<file path="config.mk">
export PLATFORM = sky130hd
export DESIGN_NAME = bcd_rtc_core
export DESIGN_NICKNAME = d
export VERILOG_FILES = /design/src/rtl/rtc_pkg.sv /design/src/rtl/rtc_prescaler.sv /design/src/rtl/rtc_counter.sv /design/src/rtl/rtc_readport.sv /design/src/rtl/bcd_rtc_core.sv
export SDC_FILE = /design/constraint.sdc
export NUM_CORES = 1
export LEC_CHECK = 0
export BUFFER_PORTS_ARGS = -buffer_cell sky130_fd_sc_hd__clkbuf_2
export CAP_MARGIN = 20
export CORE_ASPECT_RATIO = 0.75
export CORE_MARGIN = 1.5
export CORE_UTILIZATION = 52
export CTS_CLUSTER_SIZE = 10
export DETAILED_ROUTE_END_ITERATION = 16
export PLACE_DENSITY = 0.75
export SLEW_MARGIN = 20
export SYNTH_ARGS = -nofsm -noshare
export SYNTH_HDL_FRONTEND = slang
export SYNTH_SLANG_ARGS = --single-unit
</file>
<file path="constraint.sdc">
create_clock -name clk -period 3.6 [get_ports clk]
set_input_delay 0.18 -clock clk [delete_from_list [all_inputs] [get_ports clk]]
set_output_delay 0.18 -clock clk [all_outputs]
set_load 0.03 [all_outputs]
</file>
<file path="src/rtl/rtc_pkg.sv">
package rtc_pkg;

    localparam int unsigned ADDR_W = 4;

    typedef logic [7:0] bcd8_t;

    localparam logic [ADDR_W-1:0] ADDR_HUND  = 4'd0;
    localparam logic [ADDR_W-1:0] ADDR_SEC   = 4'd1;
    localparam logic [ADDR_W-1:0] ADDR_MIN   = 4'd2;
    localparam logic [ADDR_W-1:0] ADDR_HOUR  = 4'd3;
    localparam logic [ADDR_W-1:0] ADDR_DOW   = 4'd4;
    localparam logic [ADDR_W-1:0] ADDR_DATE  = 4'd5;
    localparam logic [ADDR_W-1:0] ADDR_MONTH = 4'd6;
    localparam logic [ADDR_W-1:0] ADDR_YEAR  = 4'd7;
    localparam logic [ADDR_W-1:0] ADDR_CTRL  = 4'd8;

    typedef struct packed {
        bcd8_t hund;
        bcd8_t sec;
        bcd8_t min;
        bcd8_t hour;
        bcd8_t dow;
        bcd8_t date;
        bcd8_t month;
        bcd8_t year;
        logic  century;
    } rtc_time_t;

    localparam rtc_time_t TIME_RESET = '{
        hund: 8'h00, sec: 8'h00, min: 8'h00, hour: 8'h00,
        dow: 8'h01, date: 8'h01, month: 8'h01, year: 8'h00, century: 1'b0
    };

    typedef struct packed {
        logic  carry;
        bcd8_t value;
    } bcd_step_t;

    // Advance a two-digit BCD value; at or past 'last' it returns 'first' with carry.
    function automatic bcd_step_t bcd_advance(bcd8_t cur, bcd8_t last, bcd8_t first);
        bcd_step_t r;
        if (cur >= last) begin
            r.carry = 1'b1;
            r.value = first;
        end else begin
            r.carry = 1'b0;
            if (cur[3:0] >= 4'd9) r.value = {cur[7:4] + 4'd1, 4'd0};
            else                  r.value = {cur[7:4], cur[3:0] + 4'd1};
        end
        return r;
    endfunction

    // Divisible by four: odd tens need ones 2 or 6, even tens need 0, 4 or 8.
    function automatic logic year_is_leap(bcd8_t y);
        if (y[4]) return (y[3:0] == 4'd2) || (y[3:0] == 4'd6);
        return (y[3:0] == 4'd0) || (y[3:0] == 4'd4) || (y[3:0] == 4'd8);
    endfunction

    function automatic bcd8_t month_length(bcd8_t month, bcd8_t year);
        case (month)
            8'h02:                      return year_is_leap(year) ? 8'h29 : 8'h28;
            8'h04, 8'h06, 8'h09, 8'h11: return 8'h30;
            default:                    return 8'h31;
        endcase
    endfunction

endpackage

</file>
<file path="src/rtl/rtc_prescaler.sv">
module rtc_prescaler #(
    parameter int unsigned OSC_HZ  = 32768,
    parameter int unsigned TICK_HZ = 100
) (
    input  logic clk,
    input  logic rst,
    input  logic osc_tick,
    input  logic restart,
    output logic tick_o
);
    localparam int unsigned ACC_W = $clog2(OSC_HZ + TICK_HZ) + 1;
    localparam logic [ACC_W-1:0] STEP = ACC_W'(TICK_HZ);
    localparam logic [ACC_W-1:0] WRAP = ACC_W'(OSC_HZ);

    logic [ACC_W-1:0] acc_q;
    logic [ACC_W-1:0] sum;
    logic             hit;

    always_comb begin
        sum = acc_q + STEP;
        hit = osc_tick && (sum >= WRAP);
    end

    always_ff @(posedge clk) begin
        if (rst) begin
            acc_q  <= '0;
            tick_o <= 1'b0;
        end else begin
            tick_o <= hit;
            if (restart)       acc_q <= '0;
            else if (osc_tick) acc_q <= hit ? (sum - WRAP) : sum;
        end
    end

    // a hundredths step only follows a timebase pulse
    assert_tick_after_osc_R1: assert property (@(posedge clk) disable iff (rst)
        tick_o |-> $past(osc_tick));

    // without a timebase pulse the total holds
    assert_acc_idle_R1: assert property (@(posedge clk) disable iff (rst)
        (!osc_tick && !restart) |=> $stable(acc_q));

endmodule

</file>
<file path="src/rtl/rtc_counter.sv">
module rtc_counter
    import rtc_pkg::*;
(
    input  logic              clk,
    input  logic              rst,
    input  logic              tick,
    input  logic              wr_en,
    input  logic [ADDR_W-1:0] wr_addr,
    input  bcd8_t             wr_data,
    output rtc_time_t         live_o
);
    rtc_time_t live_q;
    rtc_time_t nxt;
    bcd_step_t s_hund, s_sec, s_min, s_hour, s_dow, s_date, s_month, s_year;
    bcd8_t     dim;
    logic      adv_sec, adv_min, adv_hour, adv_day, adv_month, adv_year, adv_cent;

    always_comb begin
        dim     = month_length(live_q.month, live_q.year);
        s_hund  = bcd_advance(live_q.hund,  8'h99, 8'h00);
        s_sec   = bcd_advance(live_q.sec,   8'h59, 8'h00);
        s_min   = bcd_advance(live_q.min,   8'h59, 8'h00);
        s_hour  = bcd_advance(live_q.hour,  8'h23, 8'h00);
        s_dow   = bcd_advance(live_q.dow,   8'h07, 8'h01);
        s_date  = bcd_advance(live_q.date,  dim,   8'h01);
        s_month = bcd_advance(live_q.month, 8'h12, 8'h01);
        s_year  = bcd_advance(live_q.year,  8'h99, 8'h00);

        adv_sec   = tick      & s_hund.carry;
        adv_min   = adv_sec   & s_sec.carry;
        adv_hour  = adv_min   & s_min.carry;
        adv_day   = adv_hour  & s_hour.carry;
        adv_month = adv_day   & s_date.carry;
        adv_year  = adv_month & s_month.carry;
        adv_cent  = adv_year  & s_year.carry;

        nxt = live_q;
        if (tick)      nxt.hund  = s_hund.value;
        if (adv_sec)   nxt.sec   = s_sec.value;
        if (adv_min)   nxt.min   = s_min.value;
        if (adv_hour)  nxt.hour  = s_hour.value;
        if (adv_day) begin
            nxt.dow  = s_dow.value;
            nxt.date = s_date.value;
        end
        if (adv_month) nxt.month = s_month.value;
        if (adv_year)  nxt.year  = s_year.value;
        if (adv_cent)  nxt.century = ~live_q.century;
    end

    always_ff @(posedge clk) begin
        if (rst) begin
            live_q <= TIME_RESET;
        end else if (wr_en) begin
            case (wr_addr)
                ADDR_HUND:  live_q.hund    <= wr_data;
                ADDR_SEC:   live_q.sec     <= wr_data;
                ADDR_MIN:   live_q.min     <= wr_data;
                ADDR_HOUR:  live_q.hour    <= wr_data;
                ADDR_DOW:   live_q.dow     <= wr_data;
                ADDR_DATE:  live_q.date    <= wr_data;
                ADDR_MONTH: live_q.month   <= wr_data;
                ADDR_YEAR:  live_q.year    <= wr_data;
                ADDR_CTRL:  live_q.century <= wr_data[0];
                default: ;
            endcase
        end else if (tick) begin
            live_q <= nxt;
        end
    end

    assign live_o = live_q;

    // seconds wrap from 59 to 00 on a hundredths carry
    assert_sec_wrap_R3: assert property (@(posedge clk) disable iff (rst)
        (tick && !wr_en && live_q.hund == 8'h99 && live_q.sec == 8'h59) |=> live_q.sec == 8'h00);

    // a day advance leaves the clock at midnight
    assert_midnight_R4: assert property (@(posedge clk) disable iff (rst)
        (adv_day && !wr_en) |=> (live_q.hour == 8'h00 && live_q.min == 8'h00 && live_q.sec == 8'h00));

    // day of week returns to 01 after 07
    assert_dow_wrap_R5: assert property (@(posedge clk) disable iff (rst)
        (adv_day && !wr_en && live_q.dow == 8'h07) |=> live_q.dow == 8'h01);

    // the last day of the month wraps to the first
    assert_date_wrap_R6: assert property (@(posedge clk) disable iff (rst)
        (adv_day && !wr_en && live_q.date == dim) |=> live_q.date == 8'h01);

    // year rollover flips the century flag
    assert_century_R8: assert property (@(posedge clk) disable iff (rst)
        (adv_year && !wr_en && live_q.year == 8'h99) |=> live_q.century != $past(live_q.century));

    // a write lands in the addressed register
    assert_write_hour_R9: assert property (@(posedge clk) disable iff (rst)
        (wr_en && wr_addr == ADDR_HOUR) |=> live_q.hour == $past(wr_data));

    // no counting during a write cycle
    assert_write_blocks_tick_R9: assert property (@(posedge clk) disable iff (rst)
        (wr_en && wr_addr != ADDR_HUND) |=> $stable(live_q.hund));

endmodule

</file>
<file path="src/rtl/rtc_readport.sv">
module rtc_readport
    import rtc_pkg::*;
(
    input  logic              clk,
    input  logic              rst,
    input  logic              hold,
    input  rtc_time_t         live_i,
    input  logic [ADDR_W-1:0] addr,
    output bcd8_t             rdata
);
    rtc_time_t snap_q;

    always_ff @(posedge clk) begin
        if (rst)        snap_q <= TIME_RESET;
        else if (!hold) snap_q <= live_i;
    end

    always_comb begin
        case (addr)
            ADDR_HUND:  rdata = snap_q.hund;
            ADDR_SEC:   rdata = snap_q.sec;
            ADDR_MIN:   rdata = snap_q.min;
            ADDR_HOUR:  rdata = snap_q.hour;
            ADDR_DOW:   rdata = snap_q.dow;
            ADDR_DATE:  rdata = snap_q.date;
            ADDR_MONTH: rdata = snap_q.month;
            ADDR_YEAR:  rdata = snap_q.year;
            ADDR_CTRL:  rdata = {7'd0, snap_q.century};
            default:    rdata = 8'h00;
        endcase
    end

    // the visible copy is frozen during a hold
    assert_hold_freeze_R10: assert property (@(posedge clk) disable iff (rst)
        hold |=> $stable(snap_q));

    // without a hold the copy trails the live count by one cycle
    assert_follow_live_R10: assert property (@(posedge clk) disable iff (rst)
        !hold |=> snap_q == $past(live_i));

endmodule

</file>
<file path="src/rtl/bcd_rtc_core.sv">
module bcd_rtc_core
    import rtc_pkg::*;
#(
    parameter int unsigned OSC_HZ  = 32768,
    parameter int unsigned TICK_HZ = 100
) (
    input  logic       clk,
    input  logic       rst,
    input  logic       osc_tick,
    input  logic       host_we,
    input  logic [3:0] host_addr,
    input  logic [7:0] host_wdata,
    input  logic       host_hold,
    output logic [7:0] host_rdata
);
    logic      hund_tick;
    logic      pre_restart;
    rtc_time_t live;

    assign pre_restart = host_we && (host_addr == ADDR_HUND);

    rtc_prescaler #(.OSC_HZ(OSC_HZ), .TICK_HZ(TICK_HZ)) u_prescaler (
        .clk      (clk),
        .rst      (rst),
        .osc_tick (osc_tick),
        .restart  (pre_restart),
        .tick_o   (hund_tick)
    );

    rtc_counter u_counter (
        .clk     (clk),
        .rst     (rst),
        .tick    (hund_tick),
        .wr_en   (host_we),
        .wr_addr (host_addr),
        .wr_data (host_wdata),
        .live_o  (live)
    );

    rtc_readport u_readport (
        .clk    (clk),
        .rst    (rst),
        .hold   (host_hold),
        .live_i (live),
        .addr   (host_addr),
        .rdata  (host_rdata)
    );

endmodule

</file>
==> impl_metrics.json, run 1 <==
{
  "outcome": "complete, no violations",
  "synth-simple-area-share_pct": 18.5,
  "maxSlewHeadroom_pct": 42.4,
  "grt_util_all_layers_pct": 27.8,
  "arrival_ns": 3.73,
  "required_ns": 3.96,
  "period_share_pct": 93.6,
  "clkTransAtPathRegs_ns": 0.06,
  "post-place-cells": 1144,
  "io_pins": 25,
  "cts_hold_buf": 0,
  "power_density_mw_per_mm2": 438,
  "drive_above_1_share_pct": 10.1,
  "final_cells": 1176,
  "fmax_mhz": 297,
  "wirelength_mm": 22.7,
  "num_vias": 7220,
  "muxShareOfSynthArea_pct": 12.2,
  "hold_ws_ns": 0.0177,
  "fin_nets": 1026,
  "n_antenna_cell": 0,
  "initial_core_util_pct": 53.6,
  "coreArea_mm2": 0.0154,
  "drt_iter0_markers": 785,
  "wl_per_cell_um": 19.3,
  "die_area_mm2": 0.0166,
  "cts_htree_levels": 4,
  "ys_seq_elements": 146,
  "path_max_fanout": 5,
  "cts_resized": 0,
  "end_kind": "register",
  "antenna_left": 0,
  "grt_pass1_vias": 6469,
  "ir_worst_vdd_mv": 0.283,
  "vias_per_cell": 6.14,
  "layout.cells.most_common_list": "dfxtp_1, nor2_1, mux2i_1",
  "tightest_slew_ns": 0.862,
  "async_flop_share_pct": 0,
  "final_common_cell": "dfxtp_1",
  "clk-insertion-delay-late_ns": 0.42,
  "antenna_found_initial": 0,
  "cts_made_buffers": 17,
  "dr.pass1.iters": 5,
  "cts_buffer_depth": 2,
  "crit_type": "reg -> reg",
  "synth_adder_area_share_pct": 7.74,
  "synth_compound_area_share_pct": 19.6,
  "die_height_um": 112,
  "start_kind": "register",
  "gr-total-overflow": 0,
  "cts_tree": "built",
  "numPortBuffers": 24,
  "postCtsSetupRepairBufs": 0,
  "worst_slack_ns": 0.230,
  "power_leakage_nw": 3.70,
  "hpwl_mm": 15.4,
  "drc": 0,
  "maxCapViolations": 0,
  "dp_slack_ns": 0.262,
  "synth_cell_types": 76,
  "numClockSinks": 146,
  "syn_avg_cell_area_um2": 8.60,
  "gp_congestion": 0.906,
  "slew_violations": 0,
  "die_width_um": 148,
  "post_dp_cell_area_mm2": 0.00849,
  "hold_viol": 0,
  "finClkSkew_ns": 0.00822,
  "grt_pass1_wl_mm": 35.8,
  "fin_tns_setup_ns": 0,
  "fillCellCount": 1314,
  "syn2layout_area_growth_pct": 11.3,
  "min_path_type": "in -> reg",
  "synth_top_family_by_area": "compound AO/OA/AOI/OAI gates",
  "synthCells": 959,
  "synthXorXnorAreaFrac_pct": 2.02,
  "row_count": 39,
  "synth_nets": 1027,
  "min_period_ns": 3.37,
  "ys.flop_type": "dfxtp_1",
  "ys_seq_area_share_pct": 35.5,
  "ys_warn_count": 0,
  "finalInstanceArea_mm2": 0.00918,
  "grt_start_max_net_pins": 69,
  "netlist_area_mm2": 0.00824,
  "cts_root_buf": "clkbuf_16",
  "finalSetupViolations": 0,
  "synth-edff-count": 0
}
## worst max-delay path, stage by stage, from the launching register on
cell	delay, ns
dfxtp_1	0.36
inv_1	0.11
ha_1	0.16
nor2b_1	0.17
nand4b_1	0.20
nor3_1	0.25
a31oi_1	0.07
ha_1	0.28
nor4b_1	0.32
o221ai_2	0.19
or3_1	0.45
or3b_2	0.48
a21oi_1	0.15
a32o_1	0.13
## cells in the mapped netlist (5+ instances only)
cell / number / share of area (%)
mux2_2: 5 / 0.68
clkbuf_1: 39 / 1.8
mux4_2: 6 / 1.6
o211ai_1: 15 / 1.4
o31a_1: 6 / 0.64
a21o_1: 5 / 0.46
buf_1: 12 / 0.55
nor2_1: 134 / 6.1
o21ai_0: 47 / 2.9
and2_1: 8 / 0.61
xor2_1: 13 / 1.4
nor3_1: 11 / 0.67
inv_1: 43 / 2.0
nand4_1: 5 / 0.38
ha_1: 51 / 7.7
mux2i_1: 81 / 9.8
dfxtp_1: 146 / 35
a31oi_1: 8 / 0.61
and3_1: 9 / 0.68
a311oi_1: 11 / 1.2
a22oi_1: 5 / 0.46
o31ai_1: 7 / 0.64
or3_1: 6 / 0.46
a211oi_1: 21 / 1.9
nor3b_1: 13 / 1.2
nand3_1: 35 / 2.1
a21oi_1: 51 / 3.1
nor2b_1: 7 / 0.53
nand2_1: 63 / 2.9
xnor2_1: 6 / 0.64
## final timing paths
path	slack, ns	cells past startpoint	start	end
hold reg to reg	0.49	2	u_counter.live_o[39]	u_counter.live_o[39]
setup reg to reg	0.23	13	u_counter.live_o[14]	u_counter.live_o[19]
setup / recovery	0.23	13	u_counter.live_o[14]	u_counter.live_o[19]
hold / removal	0.02	3	host_wdata[6]	u_counter.live_o[39]
## layout make-up
class	instances	area, µm²	area share [%]
clock buffers	24	502	5.47
inverters	44	165	1.80
well taps	205	256	2.79
multi-input cells	715	4960	54.0
flip-flops and latches	146	2920	31.8
clock inverters	8	171	1.87
repair buffers	34	204	2.22
## cells by family (layout without fill, tap and decap cells)
logic type               after synthesis  after routing
multiplexers                          92             92
adder cells (fa/ha/maj)               51             51
buffers and inverters                 98            110
AO/OA/AOI/OAI                        233            233
AND/OR/NAND/NOR                      320            320
XOR/XNOR                              19             19
flip-flops                           146            146
## where the power goes
| part | leakage, nW | internal [mW] | switching (mW) |
|---|---|---|---|
| Combinational | 2.19 | 0.112 | 0.220 |
| Clock | 0.327 | 1.32 | 0.690 |
| Sequential | 1.18 | 1.64 | 0.0339 |
## metrics by stage
step | util (%) | power, mW
2_1_floorplan | - | 1.94
3_3_place_gp | 55.3 | 2.03
3_5_place_dp | 55.3 | 2.03
4_1_cts | 59.6 | 4.02
5_1_grt | 59.7 | 4.14
6_report | 59.7 | 4.02
## state kept, by name (all words and copies together), names as in the netlist
signal and flops:
u_prescaler.tick_o 1, u_readport.snap_q 65, u_prescaler.acc_q 15, u_counter.live_o 65
## routing by layer
layer,wire [µm],track usage [%],vias to the layer above,share of wire [%]
li1,-,-,3458,-
met1,11000,42.7,3416,48
met2,9270,39.1,323,41
met3,2230,6.59,23,9.8
met4,214,6.14,0,0.94
met5,0,0,-,0
Power figures use the tool's default switching activity.
==> run 2, diff against run 1 <==
- PLACE_DENSITY: 0.75 -> 0.68
==> run 2 against run 1 <==
Compared with the run above: critical endpoint unchanged; flip-flop and latch count is the same; clock-buffer cell count decreased by 3; non-clock buffer count rose by 4; via count is 1.2% lower.
==> impl_metrics.json, run 2 (synthesis gave the netlist of run 1 again) <==
{
  "reg2reg_to": "u_counter.live_o[19]",
  "ir_worst_vdd_mv": 0.292,
  "grt_util_all_layers_pct": 27.8,
  "slowest_delay_ns": 0.48,
  "drt_iter0_markers": 611,
  "row_count": 39,
  "cts_tree": "built",
  "drc": 0,
  "n_antenna_cell": 0,
  "wl_per_cell_um": 19.0,
  "grt_pass1_wl_mm": 35.4,
  "wirelength_mm": 22.4,
  "p_comb_share_pct": 8.6,
  "cts_made_buffers": 17,
  "tightest_slew_ns": 1.01,
  "power_frac_clock_pct": 47.9,
  "die_height_um": 112,
  "power_density_mw_per_mm2": 420,
  "post-place-cells": 1145,
  "seq_power_share_pct": 43.5,
  "hold_viol": 0,
  "fin_tns_setup_ns": 0,
  "start_kind": "register",
  "io_pins": 25,
  "period_share_pct": 92.1,
  "path_max_fanout": 5,
  "slew_violations": 0,
  "finalPower_mw": 3.85,
  "power_leakage_nw": 3.69,
  "gp_congestion": 0.850,
  "num_vias": 7131,
  "finalInstanceArea_mm2": 0.00916,
  "arrival_ns": 3.69,
  "layout.cells.most_common_list": "dfxtp_1, nor2_1, mux2i_1",
  "fmax_mhz": 302,
  "crit_path_frequent_cell": "ha_1",
  "gr-total-overflow": 0,
  "final_cells": 1179,
  "hpwl_mm": 15.5,
  "numPortBuffers": 24,
  "maxCapViolations": 0,
  "crit_start": "u_counter.live_o[14]",
  "worst_slack_ns": 0.283,
  "min_path_type": "in -> reg",
  "end_kind": "register",
  "required_ns": 3.97,
  "clk-insertion-delay-late_ns": 0.43,
  "rr_worst_depth": 13,
  "dp_slack_ns": 0.153,
  "initial_core_util_pct": 53.6,
  "rrSetupSlack_ns": 0.28,
  "finClkSkew_ns": 0.00780,
  "vias_per_cell": 6.05,
  "final_common_cell": "dfxtp_1",
  "rsz0062_at_grt": "false",
  "dr.pass1.iters": 5,
  "whs_path_depth": 3,
  "switching_power_mw": 0.941,
  "coreArea_mm2": 0.0154,
  "hold_ws_ns": 0.0744,
  "sw_frac_of_total_pct": 24.4,
  "outcome": "complete, no violations",
  "post_dp_cell_area_mm2": 0.00850,
  "syn2layout_area_growth_pct": 11.1,
  "antenna_left": 0,
  "die_area_mm2": 0.0166,
  "antenna_found_initial": 0,
  "min_period_ns": 3.32,
  "drive_above_1_share_pct": 10.7,
  "maxSlewHeadroom_pct": 32.6,
  "finalSetupViolations": 0,
  "grt_start_max_net_pins": 78,
  "internal_power_mw": 2.91,
  "r2r-start": "u_counter.live_o[14]",
  "numClockSinks": 146,
  "crit_type": "reg -> reg",
  "crit_slowest_cell": "or3b_2",
  "grt_pass1_vias": 6186,
  "fin_util_pct": 59.6,
  "critPathCapture": "u_counter.live_o[19]",
  "cts_buffer_depth": 2,
  "die_width_um": 148,
  "path_cells": "inv_1 > ha_1 > mux2_2 > nand2_1 > o21ai_0 > a31oi_1 > ha_1 > nor4b_2 > o221ai_2 > or3_1 > or3b_2 > a21oi_1 > a32o_1",
  "cts_htree_levels": 4,
  "cts_root_buf": "clkbuf_16",
  "clkTransAtPathRegs_ns": 0.06,
  "fin_nets": 1030
}
==> run 2: changes by cell type in the layout (fill, tap and decap cells not counted), sizes merged <==
cell         delta
dlygate4sd3     +1
clkbuf          -3
bufinv          -2
buf             +3
clkinv          +4
==> run 2: layer usage <==
layer	global-route usage, %	share of wire (%)	vias up	wire length, µm
met5	0	0	-	0
met4	8.12	1.7	0	380
met3	6.79	8.2	22	1840
met2	35.9	39	244	8740
met1	44.4	51	3393	11400
li1	-	-	3472	-
==> run 2: worst min path at each step <==
stage | from | endpoint | slack, ns
floorplan | host_wdata[6] | u_counter.live_o[39] | 0.33
global placement | host_wdata[6] | u_counter.live_o[39] | 0.44
detailed placement | host_wdata[6] | u_counter.live_o[39] | 0.44
CTS | host_wdata[7] | u_counter.live_o[40] | 0.07
global route | host_wdata[7] | u_counter.live_o[16] | 0.08
finish | host_wdata[7] | u_counter.live_o[16] | 0.07
==> run 2: repair_timing <==
action | CTS | global route
setup endpoints to repair | 0 | 10
hold buffers | 1 | 0
gates resized for setup | 0 | 3
endpoints found under the hold margin | 1 | 0
buffers inserted | 0 | 2
==> run 2: power by group through the flow <==
stage	Clock (mW)	Sequential, mW	Combinational (mW)
after floorplan	0	1.70	0.239
after global placement	0	1.71	0.321
after detailed placement	0	1.71	0.323
after CTS	1.87	1.67	0.326
after global routing	1.94	1.68	0.362
final	1.84	1.68	0.331
==> run 2: layout make-up <==
class,count,area (µm²)
Clock inverter,10,131
Timing Repair Buffer,38,233
Tap cell,205,256
Multi-Input combinational cell,715,4970
Inverter,44,165
Fill cell,1388,6210
Sequential cell,146,2920
Clock buffer,21,480
==> run 2: worst max-delay path: cells and delay by family, from the launching register on <==
kind | cells | cell delay, ns
and+or+nand+nor | 4 | 1.24
adders and majority gates | 2 | 0.46
buffers and inverters | 1 | 0.11
AOI/OAI and AO/OA | 5 | 0.79
muxes | 1 | 0.26
DFF | 1 | 0.42
